`src/rtl/rxs_pkg.sv`:
```
package rxs_pkg;
   localparam int BYTE_W = 8;

   typedef struct packed {
      logic [BYTE_W-1:0] data;
      logic              sof;
      logic              eof;
   } rxs_beat_t;
endpackage

```
`src/rtl/rxs_len_decode.sv`:
```
// Captures the length/type field as it streams past and makes the strip
// decision on the beat that carries its low octet.
module rxs_len_decode #(
   parameter int CNT_W       = 16,
   parameter int LEN_OFS     = 12,
   parameter int MIN_PAYLOAD = 46
) (
   input  logic                      clk,
   input  logic                      rst_n,
   input  logic                      fire,
   input  logic [CNT_W-1:0]          idx,
   input  logic [rxs_pkg::BYTE_W-1:0] byte_in,
   input  logic                      en_cur,
   output logic                      dec_now,
   output logic [CNT_W-1:0]          lim_now
);
   localparam int HDR_LEN = LEN_OFS + 2;

   logic [rxs_pkg::BYTE_W-1:0] hi_q;
   logic [15:0]                len_word;

   always_ff @(posedge clk) begin
      if (!rst_n)
         hi_q <= '0;
      else if (fire && idx == CNT_W'(LEN_OFS))
         hi_q <= byte_in;
   end

   always_comb begin
      len_word = {hi_q, byte_in};
      dec_now  = en_cur && (len_word < 16'(MIN_PAYLOAD));
      lim_now  = CNT_W'(HDR_LEN) + CNT_W'(len_word);
   end
endmodule

```
`src/rtl/rxs_frame_track.sv`:
```
// Tracks the byte position in the frame, decides which bytes are kept and
// where the end marker falls, and consumes dropped bytes without stalling.
module rxs_frame_track #(
   parameter int CNT_W       = 16,
   parameter int LEN_OFS     = 12,
   parameter int MIN_PAYLOAD = 46
) (
   input  logic                      clk,
   input  logic                      rst_n,
   input  logic                      strip_en,
   input  logic                      in_valid,
   output logic                      in_ready,
   input  logic [rxs_pkg::BYTE_W-1:0] in_data,
   input  logic                      in_sof,
   input  logic                      in_eof,
   input  logic                      acc,
   output logic                      fwd_valid,
   output rxs_pkg::rxs_beat_t        fwd_beat
);
   localparam int               HDR_LEN = LEN_OFS + 2;
   localparam logic [CNT_W-1:0] CNT_MAX = {CNT_W{1'b1}};

   logic [CNT_W-1:0] idx_q, lim_q, idx, cur_lim, lim_now;
   logic             en_q, strip_q, en_cur, at_len, cur_strip, dec_now;
   logic             keep, cut_end, fire;

   rxs_len_decode #(
      .CNT_W      (CNT_W),
      .LEN_OFS    (LEN_OFS),
      .MIN_PAYLOAD(MIN_PAYLOAD)
   ) u_dec (
      .clk    (clk),
      .rst_n  (rst_n),
      .fire   (fire),
      .idx    (idx),
      .byte_in(in_data),
      .en_cur (en_cur),
      .dec_now(dec_now),
      .lim_now(lim_now)
   );

   always_comb begin
      idx       = in_sof ? '0 : idx_q;
      en_cur    = in_sof ? strip_en : en_q;
      at_len    = (idx == CNT_W'(LEN_OFS + 1));
      cur_strip = in_sof ? 1'b0 : (at_len ? dec_now : strip_q);
      cur_lim   = at_len ? lim_now : lim_q;
      keep      = (idx < CNT_W'(HDR_LEN)) || !cur_strip || (idx < cur_lim);
      cut_end   = cur_strip && (idx == cur_lim - CNT_W'(1));
      fwd_valid = in_valid && keep;
      in_ready  = keep ? acc : 1'b1;
      fire      = in_valid && in_ready;
      fwd_beat.data = in_data;
      fwd_beat.sof  = in_sof;
      fwd_beat.eof  = in_eof || cut_end;
   end

   always_ff @(posedge clk) begin
      if (!rst_n) begin
         idx_q   <= '0;
         lim_q   <= '0;
         en_q    <= 1'b0;
         strip_q <= 1'b0;
      end else if (fire) begin
         en_q    <= en_cur;
         lim_q   <= cur_lim;
         strip_q <= in_eof ? 1'b0 : cur_strip;
         if (in_eof)
            idx_q <= '0;
         else if (idx != CNT_MAX)
            idx_q <= idx + CNT_W'(1);
         else
            idx_q <= idx;
      end
   end
endmodule

```
`src/rtl/rxs_out_stage.sv`:
```
// Output stage: a full-throughput register or a plain pass-through.
module rxs_out_stage #(
   parameter bit OUT_REG = 1'b1
) (
   input  logic               clk,
   input  logic               rst_n,
   input  logic               fwd_valid,
   input  rxs_pkg::rxs_beat_t fwd_beat,
   output logic               acc,
   output logic               out_valid,
   input  logic               out_ready,
   output rxs_pkg::rxs_beat_t out_beat
);
   generate
      if (OUT_REG) begin : g_reg
         logic               v_q;
         rxs_pkg::rxs_beat_t b_q;

         assign acc       = !v_q || out_ready;
         assign out_valid = v_q;
         assign out_beat  = b_q;

         always_ff @(posedge clk) begin
            if (!rst_n) begin
               v_q <= 1'b0;
               b_q <= '0;
            end else if (acc) begin
               v_q <= fwd_valid;
               if (fwd_valid)
                  b_q <= fwd_beat;
            end
         end
      end else begin : g_wire
         assign acc       = out_ready;
         assign out_valid = fwd_valid;
         assign out_beat  = fwd_beat;
      end
   endgenerate
endmodule

```
`src/rtl/rx_pad_strip.sv`:
```
module rx_pad_strip #(
   parameter int CNT_W       = 16,
   parameter int LEN_OFS     = 12,
   parameter int MIN_PAYLOAD = 46,
   parameter bit OUT_REG     = 1'b1
) (
   input  logic       clk,
   input  logic       rst_n,
   input  logic       strip_en,
   input  logic       csum_en,
   input  logic       in_valid,
   output logic       in_ready,
   input  logic [7:0] in_data,
   input  logic       in_sof,
   input  logic       in_eof,
   output logic       out_valid,
   input  logic       out_ready,
   output logic [7:0] out_data,
   output logic       out_sof,
   output logic       out_eof,
   output logic       cfg_conflict
);
   localparam int HDR_LEN = LEN_OFS + 2;

   initial begin
      assert (CNT_W >= 8 && CNT_W <= 32)
         else $error("rx_pad_strip: CNT_W out of range");
      assert (LEN_OFS >= 0)
         else $error("rx_pad_strip: LEN_OFS negative");
      assert (MIN_PAYLOAD > 0 && (HDR_LEN + MIN_PAYLOAD) < (1 << CNT_W))
         else $error("rx_pad_strip: MIN_PAYLOAD does not fit CNT_W");
   end

   logic               acc, fwd_valid;
   rxs_pkg::rxs_beat_t fwd_beat, out_beat;

   rxs_frame_track #(
      .CNT_W      (CNT_W),
      .LEN_OFS    (LEN_OFS),
      .MIN_PAYLOAD(MIN_PAYLOAD)
   ) u_trk (
      .clk      (clk),
      .rst_n    (rst_n),
      .strip_en (strip_en),
      .in_valid (in_valid),
      .in_ready (in_ready),
      .in_data  (in_data),
      .in_sof   (in_sof),
      .in_eof   (in_eof),
      .acc      (acc),
      .fwd_valid(fwd_valid),
      .fwd_beat (fwd_beat)
   );

   rxs_out_stage #(
      .OUT_REG(OUT_REG)
   ) u_out (
      .clk      (clk),
      .rst_n    (rst_n),
      .fwd_valid(fwd_valid),
      .fwd_beat (fwd_beat),
      .acc      (acc),
      .out_valid(out_valid),
      .out_ready(out_ready),
      .out_beat (out_beat)
   );

   assign out_data     = out_beat.data;
   assign out_sof      = out_beat.sof;
   assign out_eof      = out_beat.eof;
   assign cfg_conflict = strip_en && csum_en;
endmodule

```
`config.mk`:
```
export PLATFORM = sky130hd
export DESIGN_NAME = rx_pad_strip
export DESIGN_NICKNAME = d
export VERILOG_FILES = /design/src/rtl/rxs_pkg.sv /design/src/rtl/rxs_len_decode.sv /design/src/rtl/rxs_frame_track.sv /design/src/rtl/rxs_out_stage.sv /design/src/rtl/rx_pad_strip.sv
export SDC_FILE = /design/constraint.sdc
export NUM_CORES = 1
export LEC_CHECK = 0
export BUFFER_PORTS_ARGS = -buffer_cell sky130_fd_sc_hd__buf_2
export CORE_AREA = 5 5 105 87
export CTS_CLUSTER_SIZE = 24
export DETAILED_ROUTE_END_ITERATION = 16
export DIE_AREA = 0 0 110 92
export PLACE_DENSITY = 0.79
export SLEW_MARGIN = 30
export SYNTH_ARGS = -nofsm -noshare
export SYNTH_HDL_FRONTEND = slang
export SYNTH_SLANG_ARGS = --single-unit
```
`constraint.sdc`:
```
create_clock -name clk -period 6.8 [get_ports clk]
set_clock_uncertainty 0.15 [all_clocks]
set_input_delay 1.36 -clock clk [delete_from_list [all_inputs] [get_ports clk]]
set_output_delay 1.36 -clock clk [all_outputs]
set_load 0.01 [all_outputs]
```
==> results.toml <==
[sta]
min_period_ps = 6244
finalCritPeriodShare_pct = 91.82
max_freq_ghz = 0.1602
max_slew_margin_pct = 48.64
worst_pin_slew_ps = 759.6
report.final.hold_viol_count = 0
fin_tns_setup_ps = 0
rsz0062_at_grt = "no"
setup_viol = 0
final-max-slew-violation-count = 0
finalHoldWorstSlack_ps = 346.1

[worst_setup_path]
cp.required_ps = 5290
path_buf_inv = 3
path_class = "primary input to output pin"
cp_max_fo = 10
r2r_slack_ps = 1970
r2r_end = "u_out.out_beat[0]"
regToRegStartpoint = "u_trk.idx_q[1]"
worstPathCellList = "buf_2 -> inv_1 -> ha_1 -> nor2b_1 -> or4_1 -> o21a_1 -> o21ai_0 -> and2_1 -> ha_1 -> and4_1 -> a221oi_1 -> a211o_1 -> nand2_1 -> buf_2"
cp-end-kind = "output pin"
critPathTopFamily = "simple AND/OR/NAND/NOR gates"
cp_slowest_stage_delay_ps = 490
reg2reg_depth = 18
worst_setup_path_start_kind = "primary input"
worst_path_max_delay_cell = "or4_1"
cp.arrival_ps = 4730

[clock_network]
clk_pin_slew_ps = 110
postCtsHoldBufs = 0
cts_buffers = 5
cts_max_level = 2
clockBufferDepth = 2
clk_latency_ps = 320
tritoncts = "built"
ctsResizeCount = 0
post_cts_buffers = 0
cts_root_buf = "clkbuf_8"
cts_num_sinks = 53

[die]
die_w_um = 110
core_area_um2 = 7874
rows = 29
dieArea_um2 = 10120
initial_utilization_pct = 56.79
pin_count = 29
die_h_um = 92

[place]
dp_cells = 673
portBuffers = 28
post-dp-hpwl_um = 8740
gp_congestion = 0.9673

[detailed_routing]
drt_wl_total_um = 11560
wl_per_cell_um = 16.98
avgViaCountPerCell = 6.242
dr.pass1.iters = 5
drtIter0Drc = 451
ant_nets = 0
dr_total_vias = 4251
drc = 0

[final_layout]
final_cells = 681
nets = 609
drive_gt1_share_pct = 11.69
antenna_cells = 0
fill_cells = 725
area_growth_pct = 5.540

[global_routing]
grt_pass1_wl_um = 19600
grt_start_max_net_pins = 55
met1_usage_pct = 35.06
met2_usage_pct = 35.56
antenna_found_initial = 0
grt_use_total_pct = 23.69
grt_busiest_layer = "met2"
grt.overflow.total = 0
first_global_vias = 3958
grt_use_met3_pct = 3.371

[min_path]
hold_start = "u_out.out_beat[1]"
hold_depth = 2
hold_end = "u_out.out_beat[1]"
hold_class = "flip-flop to flip-flop"

[pwr]
p_leak_nw = 1.779
ir_drop_mv = 0.1072
pwr_density_cell_nw_per_um2 = 124.6

[synth]
syn_nets = 605
synth_edf_count = 0
synth_cells = 568
avgSynthCellArea_um2 = 7.873
synth-seq-cells = 53
yosysSeqAreaShare_pct = 23.73
synth-async-reset-ratio_pct = 0
yosysWarnings = 0
netlist_area_um2 = 4472
synthFlopType = "dfxtp_1"
synth_cell_type_count = 76

[status]
status = "finished, final reports clean"

[job]
maxCapViolations = 0
## metal layers
| layer | share of wire (%) | up-vias |
|---|---|---|
| li1 | - | 2053 |
| met1 | 46 | 1981 |
| met2 | 44 | 193 |
| met3 | 7.8 | 24 |
| met4 | 1.9 | 0 |
| met5 | 0 | - |
## how the worst max path moves through the flow
stage,startpoint,endpoint,slack (ps),cells after the start
global route,in_sof,in_ready,390,16
CTS,in_sof,in_ready,650,16
finish,in_data[1],in_ready,560,14
global placement,in_data[1],in_ready,800,15
detailed placement,in_data[1],in_ready,650,15
floorplan,in_sof,in_ready,790,18
## worst min-delay path, delay by kind of cell, from the launching register on
family / cells / cell delay [ps]
flops: 1 / 320
compound gates: 2 / 130
## power by group
| part | switching (W) | internal [W] |
|---|---|---|
| clock network | 0.000123 | 0.0000775 |
| logic | 0.0000447 | 0.0000261 |
| registers | 0.00000204 | 0.000315 |
| total | 0.000170 | 0.000419 |
## flip-flops by register name, summed over array words and instances (netlist names)
register and flops:
u_trk.en_q 1, u_trk.u_dec.hi_q 8, u_trk.idx_q 16, u_trk.strip_q 1
u_out.out_valid 1, u_out.out_beat 10, u_trk.lim_q 16
## through the flow
stage,total power [W],area (µm²),setup slack (ps),util [%]
after floorplan,0.0003735,4472,792.0,-
after global placement,0.0003926,4622,800.5,58.70
after detailed placement,0.0003945,4622,651.9,58.70
after CTS,0.0005930,4720,645.5,59.94
after global routing,0.0006148,4720,392.0,59.94
final,0.0005883,4720,556.1,59.94
## area by class of cell
class                           count  area (µm²)  area share (%)
Multi-Input combinational cell    466        3196           67.71
Timing Repair Buffer               34       185.2           3.924
Clock buffer                        5       68.82           1.458
Inverter                           12       45.04          0.9544
Sequential cell                    53        1061           22.48
Clock inverter                      3       28.78          0.6098
Tap cell                          108       135.1           2.863
## cells in the final DEF, fill, tap and decap left out, types with 3 or more instances in the layout
cell and instances:
a21boi_0 4, or4_1 4, a21o_1 3, nor2_1 33
nand2b_1 4, nand2_1 46, xor2_1 11, and4_1 5
a21boi_1 11, xnor2_1 23, nand3_1 13, and2_1 16
mux2i_1 26, o21ai_0 29, buf_4 6, nor4_2 4
nor4_1 10, a21oi_1 26, o21a_1 4, inv_1 11
nor3_1 28, nand3b_1 6, buf_2 28, ha_1 21
clkbuf_8 5, nand4_1 12, a31oi_1 7, o211ai_1 3
and3_1 8, o31a_1 4, dfxtp_1 53, or3_1 5
mux2_2 3, nor2b_1 48
## cell usage after synthesis (all sizes together) (3+ instances only)
cell / number / area, µm²
inv: 12 / 45.04
o21a: 4 / 30.03
nand4: 14 / 108.9
and4: 5 / 43.79
buf: 17 / 95.08
o21ai: 31 / 155.1
nand3b: 6 / 45.04
o31a: 4 / 35.03
a21o: 3 / 22.52
or3: 5 / 31.28
mux2i: 26 / 260.3
nor3b: 3 / 27.52
and2: 17 / 106.4
mux2: 4 / 45.04
a21boi: 15 / 112.6
xor2: 12 / 112.6
o31ai: 3 / 27.52
o211ai: 3 / 22.52
nor3: 30 / 166.4
xnor2: 23 / 201.4
nand3: 14 / 75.07
and3: 8 / 50.05
ha: 21 / 262.8
or4: 4 / 30.03
nand2b: 4 / 25.02
nor2b: 48 / 300.3
nand2: 46 / 172.7
a31oi: 8 / 56.30
dfxtp: 53 / 1061
clkbuf: 20 / 75.07
a21oi: 28 / 147.6
nor2: 34 / 130.1
nor4: 16 / 155.2
## cell families (layout without fill, tap and decap cells)
family                     count (synthesis)  count (layout)  synth area share (%)
and+or+nand+nor                          263             263                 34.61
xor gates and xnor gates                  35              35                 7.023
muxes                                     30              30                 6.827
DFF                                       53              53                 23.73
AOI/OAI and AO/OA                        117             117                 17.12
buffers and inverters                     49              54                 4.812
adders and majority gates                 21              21                 5.876
No activity file was read; power rests on OpenSTA's default activity.
